**src/rtl/hdr_len_pkg.sv**
```systemverilog
package hdr_len_pkg;

    localparam int BYTE_W = 8;

    typedef enum logic [2:0] {
        PS_IDLE,
        PS_HUNT,
        PS_SKIP,
        PS_GATHER,
        PS_DONE
    } parse_state_t;

    typedef struct packed {
        logic found;
        logic unknown;
    } verdict_t;

    // Round a bit count up to whole bytes without losing the carry.
    function automatic logic [63:0] bits_to_bytes(input logic [63:0] bits);
        return (bits + 64'd7) >> 3;
    endfunction

endpackage

```
**src/rtl/hdr_pos_ctr.sv**
```systemverilog
module hdr_pos_ctr #(
    parameter int WINDOW = 128,
    localparam int POS_W = $clog2(WINDOW)
) (
    input  logic             clk,
    input  logic             rst,
    input  logic             clear,
    input  logic             step,
    output logic [POS_W-1:0] pos
);
    always_ff @(posedge clk) begin
        if (rst || clear)
            pos <= '0;
        else if (step)
            pos <= pos + 1'b1;
    end
endmodule

```
**src/rtl/hdr_le_gather.sv**
```systemverilog
module hdr_le_gather
    import hdr_len_pkg::*;
#(
    parameter int NBYTES = 4,
    localparam int ACC_W = NBYTES * BYTE_W
) (
    input  logic              clk,
    input  logic              rst,
    input  logic              clear,
    input  logic              shift,
    input  logic [BYTE_W-1:0] din,
    output logic [ACC_W-1:0]  acc,
    output logic [ACC_W-1:0]  acc_next
);
    // Each new byte enters at the top lane; after NBYTES shifts the
    // first byte received sits in the lowest lane.
    for (genvar g = 0; g < NBYTES; g++) begin : g_lane
        if (g == NBYTES - 1) begin : g_top
            assign acc_next[g*BYTE_W +: BYTE_W] = din;
        end else begin : g_mid
            assign acc_next[g*BYTE_W +: BYTE_W] = acc[(g+1)*BYTE_W +: BYTE_W];
        end
    end

    always_ff @(posedge clk) begin
        if (rst || clear)
            acc <= '0;
        else if (shift)
            acc <= acc_next;
    end
endmodule

```
**src/rtl/hdr_len_extract.sv**
```systemverilog
module hdr_len_extract
    import hdr_len_pkg::*;
#(
    parameter int          WINDOW      = 128,
    parameter int          FIELD_BYTES = 4,
    parameter int          COUNT_BYTES = 4,
    parameter logic [7:0]  SYNC_BYTE   = 8'h6A,
    parameter logic [7:0]  PAD_BYTE    = 8'hFF,
    localparam int         CNT_W       = COUNT_BYTES * BYTE_W
) (
    input  logic             clk,
    input  logic             rst,
    input  logic             start,
    input  logic             in_valid,
    input  logic [7:0]       in_byte,
    output logic [CNT_W-1:0] size_bytes,
    output logic             size_valid,
    output logic             size_unknown
);
    localparam int POS_W     = $clog2(WINDOW);
    localparam int LAST_HUNT = WINDOW - 1 - FIELD_BYTES - COUNT_BYTES;
    localparam int PH_MAX    = (FIELD_BYTES > COUNT_BYTES) ? FIELD_BYTES : COUNT_BYTES;
    localparam int PH_W      = $clog2(PH_MAX + 1);

    parse_state_t     state_q;
    logic [PH_W-1:0]  phase_q;
    logic [POS_W-1:0] pos;
    logic [CNT_W-1:0] acc;
    logic [CNT_W-1:0] acc_next;
    logic [CNT_W-1:0] rounded;
    verdict_t         verdict_q;
    logic             take;

    assign take = in_valid && !start;

    hdr_pos_ctr #(.WINDOW(WINDOW)) u_pos (
        .clk   (clk),
        .rst   (rst),
        .clear (start),
        .step  (take && (state_q == PS_HUNT)),
        .pos   (pos)
    );

    hdr_le_gather #(.NBYTES(COUNT_BYTES)) u_gather (
        .clk      (clk),
        .rst      (rst),
        .clear    (start),
        .shift    (take && (state_q == PS_GATHER)),
        .din      (in_byte),
        .acc      (acc),
        .acc_next (acc_next)
    );

    assign rounded = CNT_W'(bits_to_bytes(64'(acc_next)));

    always_ff @(posedge clk) begin
        if (rst) begin
            state_q    <= PS_IDLE;
            phase_q    <= '0;
            size_bytes <= '0;
            verdict_q  <= '0;
        end else if (start) begin
            state_q    <= PS_HUNT;
            phase_q    <= '0;
            size_bytes <= '0;
            verdict_q  <= '0;
        end else if (in_valid) begin
            unique case (state_q)
                PS_HUNT: begin
                    if (in_byte == SYNC_BYTE) begin
                        state_q <= PS_SKIP;
                        phase_q <= '0;
                    end else if (in_byte != PAD_BYTE || pos == POS_W'(LAST_HUNT)) begin
                        state_q           <= PS_DONE;
                        verdict_q.unknown <= 1'b1;
                    end
                end
                PS_SKIP: begin
                    if (phase_q == PH_W'(FIELD_BYTES - 1)) begin
                        state_q <= PS_GATHER;
                        phase_q <= '0;
                    end else begin
                        phase_q <= phase_q + 1'b1;
                    end
                end
                PS_GATHER: begin
                    if (phase_q == PH_W'(COUNT_BYTES - 1)) begin
                        state_q         <= PS_DONE;
                        size_bytes      <= rounded;
                        verdict_q.found <= 1'b1;
                    end else begin
                        phase_q <= phase_q + 1'b1;
                    end
                end
                default: ;
            endcase
        end
    end

    assign size_valid   = verdict_q.found;
    assign size_unknown = verdict_q.unknown;

endmodule

```
**config.mk**
```make
export PLATFORM = sky130hd
export DESIGN_NAME = hdr_len_extract
export DESIGN_NICKNAME = d
export VERILOG_FILES = /design/src/rtl/hdr_len_pkg.sv /design/src/rtl/hdr_pos_ctr.sv /design/src/rtl/hdr_le_gather.sv /design/src/rtl/hdr_len_extract.sv
export SDC_FILE = /design/constraint.sdc
export NUM_CORES = 1
export LEC_CHECK = 0
export ABC_CLOCK_PERIOD_IN_PS = 1600
export BUFFER_PORTS_ARGS = -buffer_cell sky130_fd_sc_hd__buf_2
export CAP_MARGIN = 20
export CELL_PAD_IN_SITES_DETAIL_PLACEMENT = 2
export CELL_PAD_IN_SITES_GLOBAL_PLACEMENT = 2
export CORE_ASPECT_RATIO = 0.5
export CORE_MARGIN = 3
export CORE_UTILIZATION = 30
export DETAILED_ROUTE_END_ITERATION = 7
export PLACE_DENSITY = 0.81
export SYNTH_ARGS = -nofsm -noshare
export SYNTH_HDL_FRONTEND = slang
export SYNTH_SLANG_ARGS = --single-unit
```
**constraint.sdc**
```tcl
create_clock -name clk -period 1.6 [get_ports clk]
set_clock_uncertainty 0.1 [all_clocks]
set_input_delay 0.16 -clock clk [delete_from_list [all_inputs] [get_ports clk]]
set_output_delay 0.16 -clock clk [all_outputs]
set_load 0.03 [all_outputs]
```
==> run metrics <==
Residual DRC=0; Final setup violation count=65; pin count of the biggest net entering global routing=45; Via-to-Cell Ratio=6.09; Worst setup SP type=register; fmax=between 500 and 600 MHz; status=finished with violations; Seq/Total Area, Yosys=between 40% and 50%; Post-Place Setup Slack=-0.251 ns; Final Net Count=about 530; Post-DRT Antenna Nets=0; Post-synth EDFFs=0; PortBufs=43; vias in the first global route=about 4,100; drt initial violations=approximately 310; Die H=slightly below 80 um; RR Startpoint=u_gather.acc[17]; Placer Congestion=about 0.83; Worst setup EP type=register; library cells used by synthesis=45; FF-to-FF End=size_bytes[14]; Post-Syn Area=roughly 0.0032 sq mm; Setup CP Type=reg2reg; Initial Util=about a third; total gr overflow=0; antenna violations before repair=1; first-pass detailed-route iteration total=5; Final Hold Vio Count=0; IO Pins=46; H-tree depth=3; gr usage total=between 30% and 40%; worst-skew pair later-pin latency=between 0.3 and 0.4 ns; # rows=25; Setup TNS=-10.56 ns; period utilization=124%; Critical Path End=size_bytes[14]; Vias=slightly below 4,000; clock slew seen by the registers of the worst setup and hold paths=~0.07 ns; Final Critical Period=1.98 ns; CTS Buf Count=9; DIE AREA=~0.012 sq mm; layout cells sized above 1=just under 60%; Total Wirelength=23,100 um; first-pass GRT wire length=approximately 28,000 um; most common cell after layout, fill and taps aside=buf_4; Max-cap violations=0; Post-Syn Instances=approximately 390; ys flop type=dfxtp_1; Register-to-Register Path Depth=6; most frequent cells in the layout=buf_4, dfxtp_1, buf_2; power density cells=727 mW/mm^2; CP max FO=7; fraction of registers with async set/reset=0%; antenna cells=0; clock sink total=between 60 and 70; R2R setup slack=-0.38 ns; Slew @ Worst Pin=just over 0.6 ns; yosys warns=0; Pins Over Slew Limit=0; FF+latch count, synth=about 70; synthesized area per cell=~8.1 sq um; Root Buffer Master=clkbuf_16; Critical Path Start=u_gather.acc[17]; Final WS setup=-0.384 ns; VDD IR max=approximately 1.1 mV; worst hold path type=in2reg; hold_sp=in_byte[1]; Arr. time, crit path=~2.1 ns; Leakage=approximately 2.3 nW; Slew Limit Headroom=around 59%; RSZ-0062 raised after global routing=true; routed len/inst=between 30 and 40 um; Die W=~150 um; area grow syn2layout=78.3%; CTS max path bufs=2; core area=0.00988 sq mm; CTS tree=yes; worst hold margin=about 0.16 ns; failing checks=setup timing; hpwl dp=approximately 9000 um; Worst Path Required=1.72 ns
==> worst min path at each step <==
stage | cells after the start | to | slack, ns
detailed placement | 2 | state_q[0] | 0.28
CTS | 3 | state_q[0] | 0.12
finish | 4 | u_gather.acc[25] | 0.16
floorplan | 1 | state_q[0] | 0.13
global route | 4 | u_gather.acc[30] | 0.16
global placement | 2 | state_q[0] | 0.28
==> cell usage after synthesis (all sizes together), types with 2 or more instances <==
cell type,n,share of area (%)
a211oi,6,1.4
o21a,3,0.71
inv,3,0.35
nand2b,3,0.59
or2b,2,0.47
xor2,24,6.6
a21oi,49,8.1
ha,4,1.6
nand2,66,7.8
nand3,13,2.0
nand4,21,4.1
o21ai,25,3.9
xnor2,6,1.7
or2,2,0.39
dfxtp,69,43
nor2,25,3.0
nor4,3,0.59
mux2i,3,0.94
nor3,4,0.63
clkbuf,16,1.9
and3,11,2.2
or3,3,0.75
buf,9,1.6
and2,6,1.2
==> state kept, by name, indices dropped and copies added, names as in the netlist <==
name          count
u_gather.acc     24
size_bytes       30
size_valid        1
phase_q           3
u_pos.pos         7
state_q           3
size_unknown      1
==> metal layers <==
metal,routed length (um),vias up,global-route usage (%),share of wire [%]
met3,1700,88,7.87,7.4
met4,1200,2,12.8,5.2
li1,-,1607,-,-
met5,13,-,0,0.056
met2,10400,241,55.5,45
met1,9790,2039,41.7,42
==> metrics by stage <==
stage / util [%] / cell area (sq um) / total power, mW / instances
after global routing: 57.4 / 5680 / 4.21 / 653
after global placement: 40.7 / 4020 / 1.92 / 609
final: 57.4 / 5680 / 4.13 / 653
after CTS: 50.7 / 5010 / 4.00 / 642
after floorplan: - / 3250 / 1.84 / 393
after detailed placement: 40.7 / 4020 / 1.92 / 609
==> timing repair <==
| item | CTS | global route |
|---|---|---|
| hold buffers | 1 | 0 |
| pin swaps | 66 | 90 |
| gates resized for setup | 127 | 122 |
| endpoints found under the hold margin | 1 | 0 |
| buffers inserted | 14 | 10 |
| setup endpoints to repair | 64 | 69 |
| cloned | 3 | 5 |
==> kinds of logic after synthesis <==
logic type | Yosys count | synth area share (%)
other cells | 1 | 0.118
flops | 69 | 43.4
xor+xnor | 30 | 8.25
mux | 3 | 0.943
buf+inv | 28 | 3.81
compound gates | 90 | 15.8
simple gates | 167 | 26.1
fa+ha+maj | 4 | 1.57
==> layout make-up <==
| type | count | area [sq um] |
|---|---|---|
| multi-input combinational | 297 | 2670 |
| clock buffer | 11 | 243 |
| timing repair buffer | 133 | 1130 |
| inverter | 3 | 11.3 |
| sequential | 69 | 1410 |
| clock inverter | 5 | 50.0 |
| tap | 135 | 169 |
| fill | 958 | 4210 |
==> critical path: stages, from the launching register on <==
cell	delay, ns
dfxtp_1	0.39
and3_2	0.28
and3_4	0.27
buf_4	0.21
nand4_1	0.17
xor2_1	0.29
a21oi_1	0.13
==> power breakdown <==
part,internal (mW),switching (mW),leakage [nW]
combinational,0.0836,0.165,1.63
clock,1.24,0.917,0.149
sequential,1.72,0.00497,0.564
total,3.04,1.09,2.34
No activity file was read; power rests on OpenSTA's default activity.
